<file path="src/rtl/pwmtmr_pkg.sv">
package pwmtmr_pkg;

    // register select codes on the write port
    typedef enum logic [1:0] {
        SEL_CTRL  = 2'd0,
        SEL_FULL  = 2'd1,
        SEL_HALF  = 2'd2,
        SEL_COUNT = 2'd3
    } reg_sel_e;

    // control word field positions
    localparam int CTRL_DIV_LSB = 0;
    localparam int CTRL_DIV_W   = 3;
    localparam int CTRL_GATE    = 3;
    localparam int CTRL_INVERT  = 4;
    localparam int CTRL_ABRUPT  = 5;

    typedef struct packed {
        logic                  abrupt;
        logic                  invert;
        logic                  gate;
        logic [CTRL_DIV_W-1:0] div_sel;
    } ctrl_t;

    // output waveform states
    typedef enum logic [1:0] {
        ST_IDLE  = 2'd0,
        ST_ARMED = 2'd1,
        ST_DRIVE = 2'd2,
        ST_DRAIN = 2'd3
    } wave_st_e;

endpackage

</file>
<file path="src/rtl/pwmtmr_prescale.sv">
module pwmtmr_prescale #(
    parameter int PS_STEPS = 6,
    parameter int PS_SHIFT = 2,
    parameter int SEL_W    = 3
) (
    input  logic             clk,
    input  logic             rst_n,
    input  logic             run,
    input  logic             clr,
    input  logic [SEL_W-1:0] sel,
    output logic             tick
);
    localparam int DIV_W = PS_SHIFT * (PS_STEPS - 1);

    logic [DIV_W-1:0] lim_tab [PS_STEPS];
    logic [DIV_W-1:0] limit;
    logic [DIV_W-1:0] div_q;
    logic [SEL_W-1:0] sel_eff;

    genvar g;
    generate
        for (g = 0; g < PS_STEPS; g++) begin : g_lim
            localparam int unsigned LIMG = (1 << (PS_SHIFT * g)) - 1;
            assign lim_tab[g] = DIV_W'(LIMG);
        end
    endgenerate

    // out-of-range selections saturate to the slowest step
    assign sel_eff = (sel > SEL_W'(PS_STEPS - 1)) ? SEL_W'(PS_STEPS - 1) : sel;

    always_comb begin
        limit = '0;
        for (int i = 0; i < PS_STEPS; i++) begin
            if (sel_eff == SEL_W'(i)) limit = lim_tab[i];
        end
    end

    assign tick = run && (div_q == limit);

    always_ff @(posedge clk or negedge rst_n) begin
        if (!rst_n)       div_q <= '0;
        else if (clr)     div_q <= '0;
        else if (run)     div_q <= tick ? '0 : div_q + DIV_W'(1);
    end

    // divider frozen while stopped
    a_r7_div_hold: assert property (@(posedge clk) disable iff (!rst_n)
        (!run && !clr) |=> $stable(div_q));

    // a divided setting never ticks on two cycles in a row
    a_r2_spaced_tick: assert property (@(posedge clk) disable iff (!rst_n)
        (sel_eff != '0 && tick && !clr) |=> (!tick || sel_eff == '0));

endmodule

</file>
<file path="src/rtl/pwmtmr_counter.sv">
module pwmtmr_counter #(
    parameter int CNT_W = 16
) (
    input  logic             clk,
    input  logic             rst_n,
    input  logic             tick,
    input  logic             ld,
    input  logic [CNT_W-1:0] ld_val,
    input  logic [CNT_W-1:0] full,
    output logic [CNT_W-1:0] cnt,
    output logic [CNT_W-1:0] nxt,
    output logic             upd,
    output logic             wrap,
    output logic             hit
);
    logic [CNT_W-1:0] cnt_q;
    logic             hit_q;

    // a load overrides the period end in the same cycle
    assign wrap = tick && !ld && (cnt_q == full);
    assign upd  = tick || ld;

    always_comb begin
        if (ld)        nxt = ld_val;
        else if (wrap) nxt = '0;
        else           nxt = cnt_q + CNT_W'(1);
    end

    always_ff @(posedge clk or negedge rst_n) begin
        if (!rst_n) begin
            cnt_q <= '0;
            hit_q <= 1'b0;
        end else begin
            if (upd) cnt_q <= nxt;
            hit_q <= wrap;
        end
    end

    assign cnt = cnt_q;
    assign hit = hit_q;

    // the match pulse coincides with a zero count
    a_r6_hit_zero: assert property (@(posedge clk) disable iff (!rst_n)
        hit_q |-> (cnt_q == '0));

    // counter holds when neither ticked nor loaded
    a_r7_cnt_hold: assert property (@(posedge clk) disable iff (!rst_n)
        (!tick && !ld) |=> $stable(cnt_q));

    // reaching the full value on a tick restarts from zero
    a_r3_wrap_zero: assert property (@(posedge clk) disable iff (!rst_n)
        (tick && !ld && cnt_q == full) |=> (cnt_q == '0 && hit_q));

endmodule

</file>
<file path="src/rtl/pwmtmr_wave.sv">
module pwmtmr_wave
    import pwmtmr_pkg::*;
#(
    parameter int CNT_W = 16
) (
    input  logic             clk,
    input  logic             rst_n,
    input  logic             gate,
    input  logic             invert,
    input  logic             abrupt,
    input  logic             upd,
    input  logic             ld,
    input  logic             wrap,
    input  logic [CNT_W-1:0] nxt,
    input  logic [CNT_W-1:0] half,
    input  logic [CNT_W-1:0] full,
    output logic             pwm_out
);
    wave_st_e st_q, st_d;
    logic     half_match;

    // a half match only counts when it lies inside the period
    assign half_match = upd && (nxt == half) && (half <= full);

    always_comb begin
        st_d = st_q;
        unique case (st_q)
            ST_IDLE: begin
                if (gate) st_d = half_match ? ST_DRIVE : ST_ARMED;
            end
            ST_ARMED: begin
                if (!gate)           st_d = ST_IDLE;
                else if (half_match) st_d = ST_DRIVE;
            end
            ST_DRIVE: begin
                if (!gate)              st_d = (abrupt || wrap) ? ST_IDLE : ST_DRAIN;
                else if (half_match)    st_d = ST_DRIVE;
                else if (wrap || ld)    st_d = ST_ARMED;
            end
            ST_DRAIN: begin
                if (abrupt || wrap || ld) st_d = ST_IDLE;
                else if (gate)            st_d = ST_DRIVE;
            end
            default: st_d = ST_IDLE;
        endcase
    end

    always_ff @(posedge clk or negedge rst_n) begin
        if (!rst_n) st_q <= ST_IDLE;
        else        st_q <= st_d;
    end

    always_comb begin
        pwm_out = ((st_q == ST_DRIVE) || (st_q == ST_DRAIN)) ^ invert;
    end

    // a half value beyond the period never activates the output
    a_r5_no_drive_over: assert property (@(posedge clk) disable iff (!rst_n)
        (half > full && st_q == ST_ARMED) |=> (st_q != ST_DRIVE));

    // abrupt mode with the gate cleared always lands in IDLE
    a_r8_abrupt_idle: assert property (@(posedge clk) disable iff (!rst_n)
        (abrupt && !gate) |=> (st_q == ST_IDLE));

    // graceful drain persists until the period ends
    a_r9_drain_hold: assert property (@(posedge clk) disable iff (!rst_n)
        (st_q == ST_DRAIN && !abrupt && !gate && !wrap && !ld) |=> (st_q == ST_DRAIN));

endmodule

</file>
<file path="src/rtl/pwmtmr_channel.sv">
module pwmtmr_channel
    import pwmtmr_pkg::*;
#(
    parameter int CNT_W    = 16,
    parameter int PS_STEPS = 6,
    parameter int PS_SHIFT = 2
) (
    input  logic             clk,
    input  logic             rst_n,
    input  logic             run,
    input  logic             wr_en,
    input  logic [1:0]       wr_sel,
    input  logic [CNT_W-1:0] wr_data,
    output logic             pwm_out,
    output logic             period_hit,
    output logic [CNT_W-1:0] count
);
    ctrl_t            ctrl_q;
    logic [CNT_W-1:0] full_q, half_q;
    logic             wr_ctrl, wr_full, wr_half, wr_cnt;
    logic             tick, upd, wrap;
    logic [CNT_W-1:0] nxt;

    assign wr_ctrl = wr_en && (wr_sel == SEL_CTRL);
    assign wr_full = wr_en && (wr_sel == SEL_FULL);
    assign wr_half = wr_en && (wr_sel == SEL_HALF);
    assign wr_cnt  = wr_en && (wr_sel == SEL_COUNT);

    always_ff @(posedge clk or negedge rst_n) begin
        if (!rst_n) begin
            ctrl_q <= '0;
            full_q <= '0;
            half_q <= '0;
        end else begin
            if (wr_ctrl) begin
                ctrl_q.div_sel <= wr_data[CTRL_DIV_LSB +: CTRL_DIV_W];
                ctrl_q.gate    <= wr_data[CTRL_GATE];
                ctrl_q.invert  <= wr_data[CTRL_INVERT];
                ctrl_q.abrupt  <= wr_data[CTRL_ABRUPT];
            end
            if (wr_full) full_q <= wr_data;
            if (wr_half) half_q <= wr_data;
        end
    end

    pwmtmr_prescale #(
        .PS_STEPS(PS_STEPS),
        .PS_SHIFT(PS_SHIFT),
        .SEL_W   (CTRL_DIV_W)
    ) u_div (
        .clk  (clk),
        .rst_n(rst_n),
        .run  (run),
        .clr  (wr_ctrl),
        .sel  (ctrl_q.div_sel),
        .tick (tick)
    );

    pwmtmr_counter #(.CNT_W(CNT_W)) u_cnt (
        .clk   (clk),
        .rst_n (rst_n),
        .tick  (tick),
        .ld    (wr_cnt),
        .ld_val(wr_data),
        .full  (full_q),
        .cnt   (count),
        .nxt   (nxt),
        .upd   (upd),
        .wrap  (wrap),
        .hit   (period_hit)
    );

    pwmtmr_wave #(.CNT_W(CNT_W)) u_wave (
        .clk    (clk),
        .rst_n  (rst_n),
        .gate   (ctrl_q.gate),
        .invert (ctrl_q.invert),
        .abrupt (ctrl_q.abrupt),
        .upd    (upd),
        .ld     (wr_cnt),
        .wrap   (wrap),
        .nxt    (nxt),
        .half   (half_q),
        .full   (full_q),
        .pwm_out(pwm_out)
    );

    // a counter write is visible on the next cycle
    a_r10_load_seen: assert property (@(posedge clk) disable iff (!rst_n)
        wr_cnt |=> (count == $past(wr_data)));

    // clearing the gate leaves counting untouched
    a_r12_count_free: assert property (@(posedge clk) disable iff (!rst_n)
        (!ctrl_q.gate && tick && !wr_cnt && count != full_q) |=> (count == $past(count) + CNT_W'(1)));

endmodule

</file>
<file path="config.mk">
export PLATFORM = sky130hd
export DESIGN_NAME = pwmtmr_channel
export DESIGN_NICKNAME = d
export VERILOG_FILES = /design/src/rtl/pwmtmr_pkg.sv /design/src/rtl/pwmtmr_prescale.sv /design/src/rtl/pwmtmr_counter.sv /design/src/rtl/pwmtmr_wave.sv /design/src/rtl/pwmtmr_channel.sv
export SDC_FILE = /design/constraint.sdc
export NUM_CORES = 1
export LEC_CHECK = 0
export ABC_CLOCK_PERIOD_IN_PS = 3800
export CAP_MARGIN = 20
export CORE_UTILIZATION = 45
export CTS_BUF_LIST = sky130_fd_sc_hd__clkbuf_2
export CTS_CLUSTER_SIZE = 12
export DETAILED_ROUTE_END_ITERATION = 10
export PLACE_DENSITY = 0.64
export SLEW_MARGIN = 20
export SYNTH_ARGS = -nofsm -noshare
export SYNTH_HDL_FRONTEND = slang
export SYNTH_SLANG_ARGS = --single-unit
</file>
<file path="constraint.sdc">
create_clock -name clk -period 3.8 [get_ports clk]
set_input_delay 0.57 -clock clk [delete_from_list [all_inputs] [get_ports clk]]
set_output_delay 0.57 -clock clk [all_outputs]
set_load 0.1 [all_outputs]
</file>
## Word-level counts from Yosys, hierarchy flattened

Index checks and enable logic that the tools add are counted.

| word-level totals | value |
|---|---|
| register bits after elaboration | 67 |
| output and inout port bits | 18 |

| operators by class | value |
|---|---|
| add/sub/neg operators | 2 |
| $lt $le $gt $ge | 2 |
| equality and inequality tests | 18 |
| mux-type cells | 22 |
| bitwise logic cells | 1 |
| reduce and logical (&&, ||, !) cells | 19 |

Operators by type and width:

| cell | number |
|---|---|
| two-way mux 10 bit | 7 |
| equality test 16 bit | 2 |
| two-way mux 16 bit | 2 |
| two-way mux 2 bit | 11 |
| adder 16 x 1 -> 16 bit, second input constant | 1 |
| <= comparator 16 bit | 1 |
| adder 10 x 1 -> 10 bit, second input constant | 1 |
| equality test 10 bit | 1 |
| logical AND 1 bit | 9 |
| equality test 2 bit, second input constant | 4 |
| one-hot mux 2 bit (4 select lines) | 1 |
| equality test 3 x 2 -> 1 bit, second input constant | 2 |
| equality test 3 bit, second input constant | 2 |
| != test 3 x 2 -> 1 bit, second input constant | 2 |
| logical OR 1 bit | 5 |
| equality test 2 x 1 -> 1 bit, second input constant | 2 |
| zero test 2 bit | 2 |
| != test 4 x 2 -> 1 bit, second input constant | 1 |
| AND reduction 4 bit | 1 |
| equality test 3 x 1 -> 1 bit, second input constant | 1 |
| > comparator 3 bit, second input constant | 1 |
| two-way mux 3 bit | 1 |
| != test 2 bit, second input constant | 1 |
| nonzero test 2 bit | 1 |
| other kinds (2) | 2 |

## Depth between registers and ports, before layout

| logic depth | value |
|---|---|
| depth after elaboration | 20 |
| gate-level depth with buffers | 11 |

## Hierarchy

A second synthesis with hierarchy kept.

| second synthesis, totals | value |
|---|---|
| cell total of the unflattened synthesis | 484 |
| area, all modules | 4,700.8 µm² |

Modules (own cells, without submodules):

| module | instances | cells an instance | area an instance (µm²) | seq. area each (µm²) |
|---|---|---|---|---|
| pwmtmr_counter | 1 | 209 | 1,707.9 | 425.4 |
| pwmtmr_channel | 1 | 82 | 1,460.2 | 950.9 |
| pwmtmr_wave | 1 | 108 | 795.8 | 50.0 |
| pwmtmr_prescale | 1 | 85 | 737.0 | 250.2 |

## Worst setup path after synthesis

Ideal clock, no wire load.

| timing | value |
|---|---|
| path type | flip-flop to flip-flop |
| start point | register u_cnt.cnt_q[0] (netlist: u_cnt.cnt[0]) |
| end point | register u_wave.st_q[0] |
| setup time | 0.121 ns |
| data arrival time | 3.505 ns |
| setup slack | 0.174 ns |
| cell stages (with the launch flop) | 11 |
| buffers on the path | 0 |
| period minus slack after synthesis | 3.626 ns |
| cell sequence | dfrtp_1 -> ha_1 -> nand3_1 -> or4_1 -> a31oi_2 -> nor4bb_1 -> a31oi_1 -> o32ai_1 -> nand4_1 -> or4_4 -> a22o_1 |

| on the way | value |
|---|---|
| word-level cells in the longest chain between the ends | 10 |

RTL lines:

| element | RTL line | RTL |
|---|---|---|
| from (decl) | pwmtmr_counter.sv:16 | `logic [CNT_W-1:0] cnt_q;` |
| from (signal assigned) | pwmtmr_counter.sv:34 | `if (upd) cnt_q <= nxt;` |
| branches (longest 10 deep; another with adder 16 x 1 -> 16 bit) | n/a |  |
| to (signal assigned) | pwmtmr_wave.sv:50 | `else st_q <= st_d;` |
| to (decl) | pwmtmr_wave.sv:19 | `wave_st_e st_q, st_d;` |

Parallel ways; which one is timed is not known. The select of a mux whose other input is x is not followed.
A chain may end at the register's enable or synchronous reset.

## Final worst setup path

| timing | value |
|---|---|
| start point | register u_cnt.cnt_q[1] (netlist: u_cnt.cnt[1]) |
| end point | register u_wave.st_q[0] |

Same word-level chain as after synthesis.

==> flow_summary_export.csv <==
group,metric,value,unit
outcome,status,"complete, no violations",
global_routing,antenna_found_initial,0,
timing,max_freq,276.3,MHz
clocking,max-clock-path-buffers,2,
power,combPwrFrac,44.8,%
cells_and_area,most-common-layout-cells,"dfrtp_1 (67), clkdlybuf4s50_1 (38), nor2_1 (37), mux2_2 (37), o21ai_0 (33)",
cells_and_area,num_antenna_cells,0,
floorplan,fp.dieH,101.5,um
floorplan,die_w,101.5,um
global_routing,grt_max_degree,39,
timing,report.final.slew_viol_count,0,
clocking,htreeDepth,3,
placed_design,dpl.hpwl,8884,um
synthesis,synth.avg_cell_area,9.408,sq um
clocking,cts_hold_buf,0,
power,swShare,45.51,%
power,powerDensity,489.5,nW/um^2
worst_setup_path,cp_slowest_cell,"or4_1",
drt,drt-initial-drc-count,339,
worst_setup_path,cp.required,4.20,ns
cells_and_area,final_common_cell,"dfrtp_1",
worst_setup_path,crit_path_max_fanout,7,
global_routing,grt_first_pass_wirelength,19440,um
drt,wl,11950,um
clocking,cts_resized,0,
synthesis,syn_nets,514,
clocking,clk_latency,0.52,ns
clocking,cts_buffers,9,
worst_setup_path,crit_family,"simple AND/OR/NAND/NOR gates",
worst_setup_path,cp-start-kind,"flip-flop",
drt,firstDrtPassIters,5,
floorplan,num_rows,35,
drt,drc,0,
timing,tightestPinTransition,0.9909,ns
cells_and_area,stdcell_area,5109,sq um
power,vdd.ir_drop.worst,0.0002001,V
floorplan,die-area,10310,sq um
global_routing,gr-total-overflow,0,
floorplan,core-area,9415,sq um
clocking,clkSinkCount,67,
worst_setup_path,max_stage_delay,0.57,ns
worst_setup_path,crit_cells,10,
power,p_clk_share,14.3,%
synthesis,ys_seq_elements,67,
floorplan,initial_core_util,47.36,%
cells_and_area,drive_above_1_share,16.03,%
worst_setup_path,crit_type,"reg2reg",
run,maxCapViolations,0,
timing,final.period_utilization,95.24,%
drt,ant_nets,0,
timing,fin_setup_tns,0,ns
synthesis,synthesis.instances,474,
timing,relSlewSlack,33.73,%
timing,clock_skew,0.03169,ns
synthesis,synthDistinctLibCells,67,
global_routing,track_usage,25.18,%
power,internal_power,1.363,mW
placed_design,place.gp.congestion,0.9374,
synthesis,ys_warn_count,0,
cells_and_area,final.fill_count,871,
placed_design,placed_area,5024,sq um
synthesis,synth-edff-count,0,
worst_setup_path,worst-r2r-cell-count,10,
clocking,cts_tree,"built",
power,p_sw,1.138,mW
worst_setup_path,crit_arrival,4.02,ns
placed_design,io_buffers,39,
worst_setup_path,crit_path_end_kind,"flip-flop",
synthesis,synth_ff_type,"dfrtp_1",
clocking,clk_pin_slew_worst_paths,0.21,ns
clocking,postCtsSetupBuffers,0,
timing,period_minus_slack,3.619,ns
global_routing,grt_pass1_vias,3697,
hold_path,hold_path_class,"in2async",
synthesis,synth_async_sr_flop_share,100.0,%
drt,wl_per_cell,18.29,um
timing,rsz0062_at_grt,"no",
power,p_seq_share,40.9,%
timing,hold_viol,0,
cells_and_area,finalNetCount,559,
worst_setup_path,path_cells,"ha_1 -> nand3_1 -> or4_1 -> a31oi_2 -> nor4bb_1 -> a31oi_1 -> o32ai_1 -> nand4_1 -> or4_4 -> a22o_1",
worst_setup_path,critPathBufInv,0,
cells_and_area,syn_to_final_growth,14.56,%
timing,final-setup-viol-count,0,
drt,viasPerCell,5.923,
synthesis,synth_area,4459,sq um
synthesis,synth_seq_area_share,37.60,%
drt,vias,3868,
power,leakagePower,2.134,nW
clocking,root_buffer,"clkbuf_2",
floorplan,io_pins,40,
## power groups by stage
stage	clock network [mW]	logic, mW	registers [mW]
after floorplan	0	0.607	1.22
after global placement	0	1.10	1.03
after detailed placement	0	1.11	1.03
after CTS	0.373	1.12	1.02
after global routing	0.404	1.21	1.04
final	0.357	1.12	1.02
## layout make-up
| class | instances | area (sq um) | area share [%] |
|---|---|---|---|
| clock buffers | 11 | 55.05 | 1.078 |
| clock inverters | 5 | 30.03 | 0.5878 |
| inverters | 26 | 97.59 | 1.910 |
| multi-input cells | 362 | 2585 | 50.60 |
| flip-flops and latches | 67 | 1677 | 32.82 |
| well taps | 129 | 161.4 | 3.159 |
| repair buffers | 53 | 503.0 | 9.846 |
## flip-flops by register name, summed over array words and instances, names as in the netlist
register,count
ctrl_q,6
u_div.div_q,10
full_q,16
half_q,16
u_cnt.cnt,16
u_cnt.hit,1
u_wave.st_q,2
## worst register-to-register path, cell delays in order, from the launching register on
cell,delay (ns)
dfrtp_1,0.54
ha_1,0.33
nand3_1,0.24
or4_1,0.57
a31oi_2,0.27
nor4bb_1,0.31
a31oi_1,0.07
o32ai_1,0.20
nand4_1,0.22
or4_4,0.55
a22o_1,0.20
## Yosys cell counts (5+ instances only)
| library cell | count | area, sq um |
|---|---|---|
| and3_1 | 7 | 43.79 |
| nand4_1 | 12 | 75.07 |
| nand3_1 | 14 | 70.07 |
| buf_2 | 5 | 25.02 |
| a21oi_1 | 31 | 155.2 |
| nor2b_1 | 5 | 31.28 |
| or3_1 | 5 | 31.28 |
| nor3_1 | 8 | 40.04 |
| xor2_1 | 14 | 122.6 |
| clkbuf_1 | 10 | 37.54 |
| nand3b_1 | 5 | 37.54 |
| o31ai_1 | 7 | 52.55 |
| inv_1 | 26 | 97.59 |
| mux2_2 | 37 | 416.7 |
| o21ai_0 | 33 | 165.2 |
| xnor2_1 | 26 | 227.7 |
| nor2_1 | 37 | 138.9 |
| nand2b_1 | 7 | 43.79 |
| a31oi_1 | 10 | 62.56 |
| ha_1 | 18 | 225.2 |
| nand2_1 | 28 | 105.1 |
| dfrtp_1 | 67 | 1677 |
## path summary, 6_finish.rpt
kind	startpoint	to	slack, ns
min	rst_n	full_q[12]$_DFFE_PN0P_	0.12
max	u_cnt.cnt[1]$_DFFE_PN0P_	u_wave.st_q[0]$_DFFE_PN0P_	0.18
min in group clk	u_div.div_q[9]$_DFFE_PN0P_	u_div.div_q[9]$_DFFE_PN0P_	0.53
max reg2reg	u_cnt.cnt[1]$_DFFE_PN0P_	u_wave.st_q[0]$_DFFE_PN0P_	0.18
max in group asynchronous	rst_n	u_div.div_q[9]$_DFFE_PN0P_	2.73
min reg2reg	u_div.div_q[9]$_DFFE_PN0P_	u_div.div_q[9]$_DFFE_PN0P_	0.53
## routing by layer
metal / share of wire, % / wire length (um) / vias to the layer above / global-route usage (%)
met5: 0 / 0 / - / 0
met4: 2.2 / 259 / 0 / 8.361
met3: 6.9 / 822 / 28 / 4.693
met2: 44 / 5208 / 158 / 37.21
met1: 47 / 5656 / 1863 / 36.92
li1: - / - / 1819 / -
## per-stage QoR
step	total power, mW	worst slack [ns]	hold WS, ns	util (%)	cells
floorplan	1.825	0.1743	0.2744	-	474
global placement	2.125	0.3647	0.5022	53.36	637
detailed placement	2.144	0.3195	0.4967	53.36	637
CTS	2.509	0.2525	0.1221	54.26	653
global route	2.662	0.05421	0.1605	54.26	653
finish	2.501	0.1809	0.1174	54.26	653
## cells by family after synthesis
| kind of cell | share of synthesized area, % |
|---|---|
| AOI/OAI and AO/OA | 16.05 |
| and+or+nand+nor | 18.86 |
| DFF | 37.60 |
| buffers and inverters | 4.433 |
| muxes | 9.792 |
| adders and majority gates | 5.051 |
| xor gates and xnor gates | 8.221 |
Power figures use the tool's default switching activity.
